## src/rtl/conv_readout_pkg.sv

```systemverilog
package conv_readout_pkg;
  typedef enum logic {RD_IDLE = 1'b0, RD_BUSY = 1'b1} rd_state_e;

  // True when every bit of a BITS-long word has been driven out.
  function automatic logic all_bits_sent(input int unsigned sent, input int unsigned bits);
    return sent == bits;
  endfunction
endpackage

```

## src/rtl/crd_edge_det.sv

```systemverilog
module crd_edge_det (
  input  logic clk,
  input  logic rst_n,
  input  logic cs,
  input  logic sclk,
  output logic rise,
  output logic fall
);
  logic sclk_d;

  always_ff @(posedge clk) begin
    if (!rst_n) sclk_d <= 1'b0;
    else        sclk_d <= sclk;
  end

  assign rise = cs & sclk & ~sclk_d;
  assign fall = cs & ~sclk & sclk_d;
endmodule

```

## src/rtl/crd_pend_slot.sv

```systemverilog
module crd_pend_slot #(
  parameter int W = 24
) (
  input  logic         clk,
  input  logic         rst_n,
  input  logic         set,
  input  logic [W-1:0] set_word,
  input  logic         take,
  output logic         valid,
  output logic [W-1:0] word
);
  always_ff @(posedge clk) begin
    if (!rst_n) begin
      valid <= 1'b0;
      word  <= '0;
    end else if (set) begin
      valid <= 1'b1;
      word  <= set_word;
    end else if (take) begin
      valid <= 1'b0;
    end
  end

  assert_pending_hold_R7: assert property (@(posedge clk) disable iff (!rst_n)
    set |=> valid && word == $past(set_word));
endmodule

```

## src/rtl/crd_shifter.sv

```systemverilog
module crd_shifter
  import conv_readout_pkg::*;
#(
  parameter int W = 24
) (
  input  logic                   clk,
  input  logic                   rst_n,
  input  logic                   load,
  input  logic [W-1:0]           load_word,
  input  logic                   rise,
  input  logic                   fall,
  output logic                   sdo,
  output logic                   busy,
  output logic                   done,
  output logic [$clog2(W+1)-1:0] sent
);
  localparam int CW = $clog2(W + 1);

  rd_state_e st;
  logic [W-1:0] shreg;
  logic         full;
  logic         step;

  assign full = all_bits_sent(int'(sent), W);
  assign busy = (st == RD_BUSY);
  assign step = busy & rise & ~full;
  assign done = busy & fall & full;

  always_ff @(posedge clk) begin
    if (!rst_n) begin
      st    <= RD_IDLE;
      shreg <= '0;
      sent  <= '0;
      sdo   <= 1'b1;
    end else if (load) begin
      st    <= RD_BUSY;
      shreg <= load_word;
      sent  <= '0;
      sdo   <= 1'b0;
    end else if (step) begin
      sdo   <= shreg[W-1];
      shreg <= {shreg[W-2:0], 1'b0};
      sent  <= sent + CW'(1);
    end else if (done) begin
      st    <= RD_IDLE;
      sdo   <= 1'b1;
    end
  end

  assert_idle_high_R1: assert property (@(posedge clk) disable iff (!rst_n)
    !busy |-> sdo);
  assert_announce_low_R2: assert property (@(posedge clk) disable iff (!rst_n)
    load |=> !sdo && sent == '0);
  assert_count_bound_R4: assert property (@(posedge clk) disable iff (!rst_n)
    sent <= CW'(W));
  assert_msb_first_R4: assert property (@(posedge clk) disable iff (!rst_n)
    step && !load |=> sdo == $past(shreg[W-1]));
  assert_release_R5: assert property (@(posedge clk) disable iff (!rst_n)
    done && !load |=> sdo && !busy);
endmodule

```

## src/rtl/conv_readout.sv

```systemverilog
module conv_readout #(
  parameter int WORD_W = 24
) (
  input  logic              clk,
  input  logic              rst_n,
  input  logic              cs,
  input  logic              sclk,
  input  logic              conv_strobe,
  input  logic [WORD_W-1:0] conv_word,
  output logic              sdo_rdy
);
  localparam int CW = $clog2(WORD_W + 1);

  logic              rise_w, fall_w;
  logic              busy_w, done_w;
  logic [CW-1:0]     sent_w;
  logic              pend_valid;
  logic [WORD_W-1:0] pend_word;
  logic              load_w;
  logic [WORD_W-1:0] load_word_w;
  logic              pend_set_w;

  crd_edge_det u_edge (
    .clk(clk), .rst_n(rst_n), .cs(cs), .sclk(sclk),
    .rise(rise_w), .fall(fall_w)
  );

  // A fresh strobe takes priority over the pending slot.
  assign load_w      = (conv_strobe & ~busy_w) | (done_w & (conv_strobe | pend_valid));
  assign load_word_w = conv_strobe ? conv_word : pend_word;
  assign pend_set_w  = conv_strobe & busy_w & ~done_w;

  crd_pend_slot #(.W(WORD_W)) u_pend (
    .clk(clk), .rst_n(rst_n), .set(pend_set_w), .set_word(conv_word),
    .take(done_w), .valid(pend_valid), .word(pend_word)
  );

  crd_shifter #(.W(WORD_W)) u_shift (
    .clk(clk), .rst_n(rst_n), .load(load_w), .load_word(load_word_w),
    .rise(rise_w), .fall(fall_w), .sdo(sdo_rdy), .busy(busy_w),
    .done(done_w), .sent(sent_w)
  );

  assert_cs_low_hold_R3: assert property (@(posedge clk) disable iff (!rst_n)
    busy_w && !cs |=> $stable(sent_w));
  assert_same_cycle_R8: assert property (@(posedge clk) disable iff (!rst_n)
    done_w && conv_strobe |=> !pend_valid && !sdo_rdy && busy_w);
  assert_no_pending_idle_R1: assert property (@(posedge clk) disable iff (!rst_n)
    !busy_w |-> !pend_valid);
endmodule

```

## config.mk

```make
export PLATFORM = sky130hd
export DESIGN_NAME = conv_readout
export DESIGN_NICKNAME = d
export VERILOG_FILES = /design/src/rtl/conv_readout_pkg.sv /design/src/rtl/crd_edge_det.sv /design/src/rtl/crd_pend_slot.sv /design/src/rtl/crd_shifter.sv /design/src/rtl/conv_readout.sv
export SDC_FILE = /design/constraint.sdc
export NUM_CORES = 1
export LEC_CHECK = 0
export CORE_MARGIN = 2
export CORE_UTILIZATION = 45
export DETAILED_ROUTE_END_ITERATION = 8
export PLACE_DENSITY = 0.66
export SETUP_SLACK_MARGIN = 0.5
export SLEW_MARGIN = 20
export SYNTH_ARGS = -nofsm -noshare
export SYNTH_HDL_FRONTEND = slang
export SYNTH_HIERARCHICAL = 1
export SYNTH_SLANG_ARGS = --single-unit
```

## constraint.sdc

```tcl
create_clock -name clk -period 4.05 [get_ports clk]
set_clock_uncertainty 0.2 [all_clocks]
set_input_delay 0.405 -clock clk [delete_from_list [all_inputs] [get_ports clk]]
set_output_delay 0.405 -clock clk [all_outputs]
set_load 0.02 [all_outputs]
```

==> results of run 1 <==
layer usage:
metal	routed length, um	track usage [%]
met1	2820	21.0
met2	2510	26.9
met3	186	4.52
met4	98	8.36
met5	0	0
registers in the layout, indices dropped and copies added (netlist names):
signal and count:
u_pend/word 24, u_shift/shreg 24, u_shift/sent 5, u_edge/sclk_d 1, u_pend/valid 1, u_shift/busy 1, u_shift/sdo 1
stage by stage:
stage	hold slack, ns	util, %
after floorplan	0.256	-
after global placement	0.268	49.3
after detailed placement	0.274	49.3
after CTS	0.282	51.8
after global routing	0.308	51.8
final	0.283	51.8
Yosys cell counts:
cell      count  area [sq um]
inv_1         4          15.0
buf_8         1          15.0
a211oi_1      4          30.0
o211ai_1      1          7.51
mux2_4       18           270
and3b_1       2          17.5
a21boi_0      2          15.0
nand4_1       1          6.26
buf_2         5          25.0
clkbuf_2      1          5.00
o21ai_1      12          60.1
o31ai_1       1          7.51
nor2_1        3          11.3
a31oi_1      22           138
buf_6         5          56.3
o21a_1        2          15.0
nand3_1      24           120
and4b_1       2          20.0
inv_2         1          3.75
nand2_1       4          15.0
nor4_1        1          6.26
buf_4         2          15.0
and2_2        1          7.51
o311ai_2      1          16.3
nand2_2       1          6.26
mux2_2        6          67.6
dfxtp_1      57          1140
nand4b_2      1          15.0
clkbuf_1      8          30.0
a21oi_1       6          30.0
and2_1        1          6.26
and3_1        1          6.26
nor2b_1      26           163
or4_1         1          7.51
or3_1         1          6.26
ha_1          2          25.0
mux2i_1      24           240
o21ai_0      35           175
buf_12        3          60.1
nand2b_1      1          6.26
a31o_2        1          8.76
layout make-up:
cell class,instances,area [sq um],share of cell area (%)
tap,77,96.3,2.96
inverter,5,18.8,0.577
multi-input combinational,208,1530,47.0
clock buffer,12,135,4.16
clock inverter,4,20.0,0.616
sequential,57,1140,35.1
timing repair buffer,32,313,9.62
worst max-delay path: stages:
cell and delay [ns]:
clkdlybuf4s50_1 0.42, and3b_1 0.21, and4b_1 0.22, nor2b_1 0.23, inv_1 0.08, a21oi_1 0.51
inv_2 0.44, o21ai_0 0.36, a211oi_1 0.07
power groups by stage:
stage | clock network (mW) | logic, mW | registers, mW
floorplan | 0 | 0.121 | 0.620
global placement | 0 | 0.162 | 0.622
detailed placement | 0 | 0.163 | 0.622
CTS | 0.449 | 0.164 | 0.610
global route | 0.470 | 0.181 | 0.614
finish | 0.437 | 0.163 | 0.611
logic make-up after synthesis:
logic type	after synthesis
AO/OA/AOI/OAI	87
AND/OR/NAND/NOR	71
flip-flops	57
multiplexers	48
buffers and inverters	30
adder cells (fa/ha/maj)	2
worst min path at each step:
stage                            from  slack, ns  cells after the start                 to
CTS                 u_shift/shreg[17]       0.28                      2  u_shift/shreg[18]
global route         u_shift/shreg[2]       0.31                      2   u_shift/shreg[3]
floorplan            u_shift/shreg[4]       0.26                      2   u_shift/shreg[5]
finish               u_shift/shreg[8]       0.28                      2   u_shift/shreg[9]
global placement    u_shift/shreg[10]       0.27                      2  u_shift/shreg[11]
detailed placement  u_shift/shreg[10]       0.27                      2  u_shift/shreg[11]
==> reports/metrics.yaml, run 1 <==
status: "finished, final reports clean"
cts_num_sinks: 57
worstMarginPinSlew_ns: 1.00
setup-tns-final_ns: 0
cts-htree-levels: 3
yosys.area_share.simple_pct: 14.5
number_of_vias_per_cell_after_detailed_routing: 5.57
post-route-worst-setup-slack_ns: 1.10
final.fill_count: 615
cts-buffers-inserted: 9
postPlaceCellArea_sq_mm: 0.00310
buffer_count_from_post_cts_setup_fixing: 0
mostFrequentLayoutCell: "dfxtp_1"
core_area_sq_mm: 0.00628
hold_viol: 0
largest_net_degree_at_the_start_of_global_routing: 54
synth.cell_area_sq_mm: 0.00289
n_antenna_cell: 0
crit_arrival_ns: 2.96
synth.distinct_cells: 41
finalPower_mw: 1.21
synth_top_family_by_area: "multiplexers"
reg2reg_depth: 9
critical_path.endpoint_type: "flop"
drt_first_pass_iters: 4
layout-drive-gt1-share_pct: 14.5
timing.max_cap.violations: 0
place_worst_setup_slack_ns: 0.797
synth-adder-area-share_pct: 0.865
yosysSeqAreaShare_pct: 39.4
io_buffers: 29
synth_cells: 295
yosys-mux-area-fraction_pct: 20.0
post-route-min-period_ns: 2.95
cp-start-kind: "input port"
syn-num-nets: 326
initial_antenna_violation_count: 0
grt_setup_unrepaired: "no"
die_area_sq_mm: 0.00709
yosysWarningCount: 6
cts_tree: "built"
place.gp.congestion: 0.737
endpoint: "u_shift/shreg[23]"
setup_viol: 0
die_x_um: 84.2
route.final.wire_length_mm: 5.62
grt_pass1_vias: 2150
clk_pin_slew_worst_paths_ns: 0.07
r2r-end: "u_shift/shreg[23]"
gr-usage-all-layers_pct: 16.8
cts-hold-fix-buffers: 0
routedWlPerCell_um: 14.2
synth-compound-area-share_pct: 17.4
yosys.area_share.xor_xnor_pct: 0
fp.dieH_um: 84.2
globalRouteOverflowTotal: 0
detailedPlacementHpwl_mm: 3.37
power.leakage_nw: 1.13
post_layout_inst_area_sq_mm: 0.00325
post-place-cells: 379
clock_path_buffers: 2
number_of_remaining_drc_errors: 0
detail_route.iter0.violations: 123
timing.fmax_mhz: 339
route.vias.total: 2202
regToRegSetupSlack_ns: 1.17
register_share_of_total_power_pct: 50.4
floorplan.initialDensity_pct: 46.1
worstPathRequired_ns: 4.07
final-instance-count-excl-fill: 395
pin_count: 30
grt_pass1_wl_mm: 9.64
synth_area_per_cell_sq_um: 9.81
syn_to_final_growth_pct: 12.4
worstHoldPathType: "reg2reg"
power_density_mw_per_mm2: 373
insertion_delay_ns: 0.34
clk_root_buffer_cell: "clkbuf_8"
internal_dissipation_mw: 0.902
max-slew-margin-rel_pct: 33.1
crit_type: "in2reg"
ant_nets: 0
power.ir.vdd_worst_uv: 233
layout.cells.most_common_list: "dfxtp_1, o21ai_0, clkdlybuf4s50_1, nor2b_1"
finalNetCount: 344
number_of_synthesized_register_bits: 57
power_frac_comb_pct: 13.5
cts.repair.resized: 0
rows: 29
p_switching_mw: 0.310
slew_violations: 0
reg2reg_from: "u_shift/sent[0]"
power_frac_clock_pct: 36.1
timing.critical_path.from: "sclk"
finalCritPeriodShare_pct: 72.8
critical_path.max_fanout: 46
power.switching_fraction_pct: 25.6
Power figures use the tool's default switching activity.
==> run 2: changes to the inputs <==
--- a/config.mk
+++ b/config.mk
@@ -8,7 +8,7 @@
 export CORE_MARGIN = 2
 export CORE_UTILIZATION = 45
 export DETAILED_ROUTE_END_ITERATION = 8
-export PLACE_DENSITY = 0.66
+export PLACE_DENSITY = 0.68
 export SETUP_SLACK_MARGIN = 0.5
 export SLEW_MARGIN = 20
 export SYNTH_ARGS = -nofsm -noshare
==> constraint.sdc (replaced) <==
create_clock -name clk -period 2.6 [get_ports clk]
set_clock_uncertainty 0.2 [all_clocks]
set_input_delay 0.26 -clock clk [delete_from_list [all_inputs] [get_ports clk]]
set_output_delay 0.26 -clock clk [all_outputs]
set_load 0.02 [all_outputs]
==> run 2 against run 1 <==
Against the previous run: the flow now finishes with violations (hold timing); clock power grew 100%; sequential share of layout area shrank 3.3 points; total power grew 78%; global-route usage grew 1.0 points; die area is the same; non-clock buffer count grew 16; count of clock-buffer cells in the layout shrank 2; register-to-register slack lost 0.59 ns; final cell count grew 4.1%; routed wire length grew 16%; setup slack lost 0.53 ns; critical endpoint is now u_pend/word[14].
==> reports/metrics.yaml, run 2 (synthesized netlist as in run 1, its figures left out) <==
status: "complete, but fails checks"
failed_checks: "hold timing"
routedWlPerCell_um: 15.8  # +11%
reg2reg_depth: 9  # unchanged
clock_path_buffers: 2  # unchanged
timing.fmax_mhz: 494
insertion_delay_ns: 0.34  # about the same
detail_route.iter0.violations: 253  # +110%
critical_path.max_stage_delay_ns: 0.35  # -0.16 ns
largest_net_degree_at_the_start_of_global_routing: 46  # -15%
cts-htree-levels: 3  # unchanged
n_antenna_cell: 0  # unchanged
drt_first_pass_iters: 4  # unchanged
pin_count: 30  # unchanged
final.fill_count: 544  # -12%
power.leakage_nw: 1.29  # +14%
place_worst_setup_slack_ns: 0.0122  # -0.785 ns
die_area_sq_mm: 0.00709  # unchanged
grt_pass1_wl_mm: 10.2  # +6.0%
hold_depth: 2  # unchanged
hold_viol: 1  # +1
route.vias.total: 2325  # +5.6%
post-route-min-period_ns: 2.02
fp.dieH_um: 84.2  # unchanged
clk_pin_slew_worst_paths_ns: 0.07  # about the same
worstMarginPinSlew_ns: 0.488  # -0.516 ns
hold_worst_slack_ns: -0.00839  # -0.291 ns
die_x_um: 84.2  # unchanged
cts_tree: "built"
timing.max_cap.violations: 0  # unchanged
critical_path.max_fanout: 5  # -89%
clk_root_buffer_cell: "clkbuf_8"
rows: 29  # unchanged
post_layout_inst_area_sq_mm: 0.00360  # +11%
layout-drive-gt1-share_pct: 23.7  # +9.2 points
ant_nets: 0  # unchanged
cell_seen_most_often_among_critical_path_stages: "inv_2"
globalRouteOverflowTotal: 0  # unchanged
final-instance-count-excl-fill: 411  # +4.1%
power_frac_comb_pct: 14.6  # +1.1 points
crit_arrival_ns: 2.05  # -0.91 ns
grt_pass1_vias: 2299  # +6.9%
mostFrequentLayoutCell: "dfxtp_1"
gr-usage-all-layers_pct: 17.8  # +1.0 points
power.switching_fraction_pct: 24.1  # -1.4 points
register_share_of_total_power_pct: 44.1  # -6.3 points
cts-hold-fix-buffers: 0  # unchanged
multiInputGateArea_sq_mm: 0.00159  # +3.9%
floorplan.initialDensity_pct: 46.1  # unchanged
critical_path.slowest_cell: "dfxtp_2"
finalNetCount: 360  # +4.7%
postPlaceCellArea_sq_mm: 0.00321  # +3.6%
max-slew-margin-rel_pct: 67.4  # +34 points
post-place-cells: 388  # +2.4%
worstHoldPathType: "in2reg"
initial_antenna_violation_count: 0  # unchanged
final_core_utilization_pct: 57.4  # +5.6 points
worstPathRequired_ns: 2.63  # -1.44 ns
cp-start-kind: "flop"
critical_path.endpoint_type: "flop"
cts-buffers-inserted: 9  # unchanged
crit_path_cell_trace: "inv_2, ha_4, and4b_1, nor2b_4, inv_2, and3_4, buf_4, mux2i_1, nor2b_1"
power.ir.vdd_worst_uv: 394  # +69%
p_switching_mw: 0.521  # +68%
setup-tns-final_ns: 0  # unchanged
crit_cells: 9  # unchanged
finalPower_mw: 2.16  # +78%
io_buffers: 29  # unchanged
layout.cells.most_common_list: "dfxtp_1, o21ai_1, clkdlybuf4s50_1, nor2b_1, nand3_1"
power_frac_clock_pct: 41.3  # +5.2 points
setup_viol: 0  # unchanged
internal_dissipation_mw: 1.64  # +82%
slew_violations: 0  # unchanged
worst_path_dominant_cell_family: "simple AND/OR/NAND/NOR gates"
core_area_sq_mm: 0.00628  # unchanged
reg.largest.list: "u_pend/word: 24 flops, u_shift/shreg: 24 flops, u_shift/sent: 5 flops"
cts_num_sinks: 57  # unchanged
worst-path-buf-inv: 3  # unchanged
grt_setup_unrepaired: "no"
detailedPlacementHpwl_mm: 3.84  # +14%
number_of_remaining_drc_errors: 0  # unchanged
seqCellArea_sq_mm: 0.00114  # +0.22%
finalCritPeriodShare_pct: 77.9
place.gp.congestion: 0.775  # +5.2%
syn_to_final_growth_pct: 24.5
route.final.wire_length_mm: 6.50  # +16%
number_of_vias_per_cell_after_detailed_routing: 5.66  # +1.5%
power_density_mw_per_mm2: 600  # +61%
post-route-worst-setup-slack_ns: 0.576  # -0.526 ns
crit_type: "reg2reg"
## run 2: routing by layer
metal	share of wire, %	track usage, %	vias up
met5	0	0	-
met4	1.4	8.21	0
met3	3.4	4.72	7
met2	51	29.5	49
met1	44	21.7	1124
li1	-	-	1145
## run 2: layout make-up
class,count,area share [%]
Clock buffer,10,3.54
Clock inverter,6,2.29
Inverter,5,0.521
Multi-Input combinational cell,208,44.1
Sequential cell,57,31.8
Tap cell,77,2.68
Timing Repair Buffer,48,15.1
## run 2: path summary, 6_finish.rpt
path                     startpoint                 to  slack (ns)
setup reg to reg    u_shift/sent[0]    u_pend/word[14]        0.58
hold / removal                 sclk      u_edge/sclk_d      -0.008
setup / recovery    u_shift/sent[0]    u_pend/word[14]        0.58
hold reg to reg   u_shift/shreg[11]  u_shift/shreg[12]        0.27
## run 2: power groups by stage
stage / logic [mW] / clock network, mW / registers, mW
final: 0.316 / 0.892 / 0.952
after global routing: 0.342 / 0.939 / 0.958
after CTS: 0.290 / 0.901 / 0.951
after detailed placement: 0.277 / 0 / 0.969
after floorplan: 0.192 / 0 / 0.965
after global placement: 0.272 / 0 / 0.968
## run 2: timing repair
item | CTS | global route
resized for setup | 11 | 29
pin swaps | 2 | 1
gates cloned | 1 | 3
setup buffers | 2 | 1
endpoints found under the setup margin | 51 | 41
==> run 3: changes to the inputs <==
--- a/config.mk
+++ b/config.mk
@@ -8,7 +8,7 @@
 export CORE_MARGIN = 2
 export CORE_UTILIZATION = 45
 export DETAILED_ROUTE_END_ITERATION = 8
-export PLACE_DENSITY = 0.68
+export PLACE_DENSITY = 0.66
 export SETUP_SLACK_MARGIN = 0.5
 export SLEW_MARGIN = 20
 export SYNTH_ARGS = -nofsm -noshare
==> constraint.sdc (replaced) <==
create_clock -name clk -period 2.1 [get_ports clk]
set_clock_uncertainty 0.2 [all_clocks]
set_input_delay 0.21 -clock clk [delete_from_list [all_inputs] [get_ports clk]]
set_output_delay 0.21 -clock clk [all_outputs]
set_load 0.02 [all_outputs]
==> run 3 against run 2 <==
Against the previous run: the flow now finishes without violations; sequential power increased by 24%; die area unchanged; via count increased by 0.77%; combinational power increased by 22%; count of clock-buffer cells in the layout increased by 2; clock power increased by 15%; register-to-register slack got worse by 0.42 ns; first-iteration DRC count decreased by 49%.
==> reports/metrics.yaml, run 3 (synthesized netlist as in run 1, its figures left out) <==
clk_pin_slew_worst_paths_ns: 0.07  # about the same
clock_path_buffers: 2  # unchanged
grt-busiest-layer: "met2"
status: "finished, final reports clean"
cts-hold-fix-buffers: 0  # unchanged
core_area_sq_mm: 0.00628  # unchanged
worstHoldPathType: "in2reg"
worstPathRequired_ns: 2.12  # -0.51 ns
timing.max_cap.violations: 0  # unchanged
setup_viol: 0  # unchanged
layout-drive-gt1-share_pct: 24.9  # +1.3 points
worst_path_dominant_cell_family: "simple AND/OR/NAND/NOR gates"
clk_root_buffer_cell: "clkbuf_8"
syn_to_final_growth_pct: 25.7
post_layout_inst_area_sq_mm: 0.00364  # +0.97%
gr-usage-met3_pct: 4.13  # -0.59 points
final_core_utilization_pct: 57.9  # +0.56 points
reg.largest.list: "u_pend/word: 24 flops, u_shift/shreg: 24 flops, u_shift/sent: 5 flops"
hold_worst_slack_ns: 0.0549  # +0.0633 ns
number_of_remaining_drc_errors: 0  # unchanged
detail_route.iter0.violations: 129  # -49%
cts-buffers-inserted: 9  # unchanged
finalCritPeriodShare_pct: 92.5  # +15 points
die_x_um: 84.2  # unchanged
route.vias.total: 2343  # +0.77%
drt_first_pass_iters: 5  # +1
cts-htree-levels: 3  # unchanged
globalRouteOverflowTotal: 0  # unchanged
crit_arrival_ns: 1.97  # -0.08 ns
n_antenna_cell: 0  # unchanged
timing.fmax_mhz: 515  # +4.2%
critical_path.max_stage_delay_ns: 0.32  # -0.03 ns
gr-usage-met2_pct: 30.3  # +0.79 points
grt_pass1_vias: 2331  # +1.4%
power.leakage_nw: 1.30  # +0.33%
largest_net_degree_at_the_start_of_global_routing: 54  # +17%
initial_antenna_violation_count: 0  # unchanged
worstMarginPinSlew_ns: 0.307  # -0.181 ns
critical_path.slowest_cell: "dfxtp_2"
layout.cells.most_common_list: "dfxtp_1, o21ai_0, clkdlybuf4s50_1, nor2b_1, nand3_1"
rows: 29  # unchanged
number_of_vias_per_cell_after_detailed_routing: 5.66  # about the same
power_density_mw_per_mm2: 713  # +19%
die_area_sq_mm: 0.00709  # unchanged
io_buffers: 29  # unchanged
floorplan.initialDensity_pct: 46.1  # unchanged
post-route-min-period_ns: 1.94  # -0.0815 ns
worst-path-buf-inv: 2  # -1
fp.dieH_um: 84.2  # unchanged
hold_viol: 0  # -1
cts_tree: "built"
route.final.wire_length_mm: 6.28  # -3.3%
critical_path.endpoint_type: "flop"
ant_nets: 0  # unchanged
routedWlPerCell_um: 15.2  # -4.0%
power.ir.vdd_worst_uv: 441  # +12%
m1_gr_usage_pct: 24.2  # +2.5 points
postPlaceCellArea_sq_mm: 0.00328  # +2.4%
slew_violations: 0  # unchanged
max-slew-margin-rel_pct: 79.4  # +12 points
detailedPlacementHpwl_mm: 3.65  # -4.9%
pin_count: 30  # unchanged
grt_pass1_wl_mm: 10.7  # +5.1%
finalNetCount: 364  # +1.1%
cts_num_sinks: 57  # unchanged
grt_setup_unrepaired: "yes"
gr-usage-all-layers_pct: 18.7  # +0.89 points
crit_type: "reg2reg"
crit_path_cell_trace: "inv_2, ha_4, and4b_1, nor2b_4, a21oi_2, a21oi_2, buf_6, nand2b_4, a211oi_2, a31o_2"
critical_path.max_fanout: 4  # -1
place.gp.congestion: 0.781  # +0.76%
cell_seen_most_often_among_critical_path_stages: "a21oi_2"
insertion_delay_ns: 0.33  # about the same
mostFrequentLayoutCell: "dfxtp_1"
cp-start-kind: "flop"
==> run 3: final timing paths <==
| kind | from | to | slack (ns) | depth (start not counted) |
|---|---|---|---|---|
| setup / recovery | u_shift/sent[0] | u_shift/sent[2] | 0.16 | 10 |
| hold / removal | sclk | u_edge/sclk_d | 0.05 | 2 |
| hold reg to reg | u_shift/shreg[4] | u_shift/shreg[5] | 0.28 | 2 |
| setup reg to reg | u_shift/sent[0] | u_shift/sent[2] | 0.16 | 10 |
==> run 3: cell type report <==
cell class,instances,area (sq um)
Clock buffer,12,155
Clock inverter,3,40.0
Fill cell,533,2640
Inverter,5,26.3
Multi-Input combinational cell,208,1600
Sequential cell,57,1140
Tap cell,77,96.3
Timing Repair Buffer,52,573
==> run 3: timing repair <==
item,CTS,global route
pin swaps,3,2
gates cloned,1,2
resized for setup,10,13
setup endpoints to repair,57,56
buffers inserted,4,0
==> run 3: per-stage QoR <==
step	setup TNS, ns	std cells	setup slack, ns	total power [mW]
2_1_floorplan	0	295	0.174	1.44
4_1_cts	0	412	0.138	2.60
3_5_place_dp	-12.91	392	-0.371	1.55
3_3_place_gp	-9.73	392	-0.264	1.54
6_report	0	414	0.157	2.59
5_1_grt	0	414	0.0640	2.70
==> run 3: metal layers <==
layer / routed length [um] / up-vias
li1: - / 1151
met1: 2970 / 1155
met2: 3070 / 31
met3: 175 / 6
met4: 75 / 0
met5: 0 / -
==> run 3: worst reg2reg max path, cell delays in order (launching register included) <==
cell and delay [ns]:
dfxtp_2 0.32, inv_2 0.07, ha_4 0.13, and4b_1 0.20, nor2b_4 0.18, a21oi_2 0.07, a21oi_2 0.12, buf_6 0.14
nand2b_4 0.15, a211oi_2 0.04, a31o_2 0.21
==> run 3: where the power goes <==
group / total (mW) / switching (mW) / leakage [nW] / internal [mW]
logic: 0.384 / 0.165 / 0.727 / 0.220
clock network: 1.03 / 0.425 / 0.102 / 0.603
registers: 1.18 / 0.0344 / 0.468 / 1.15
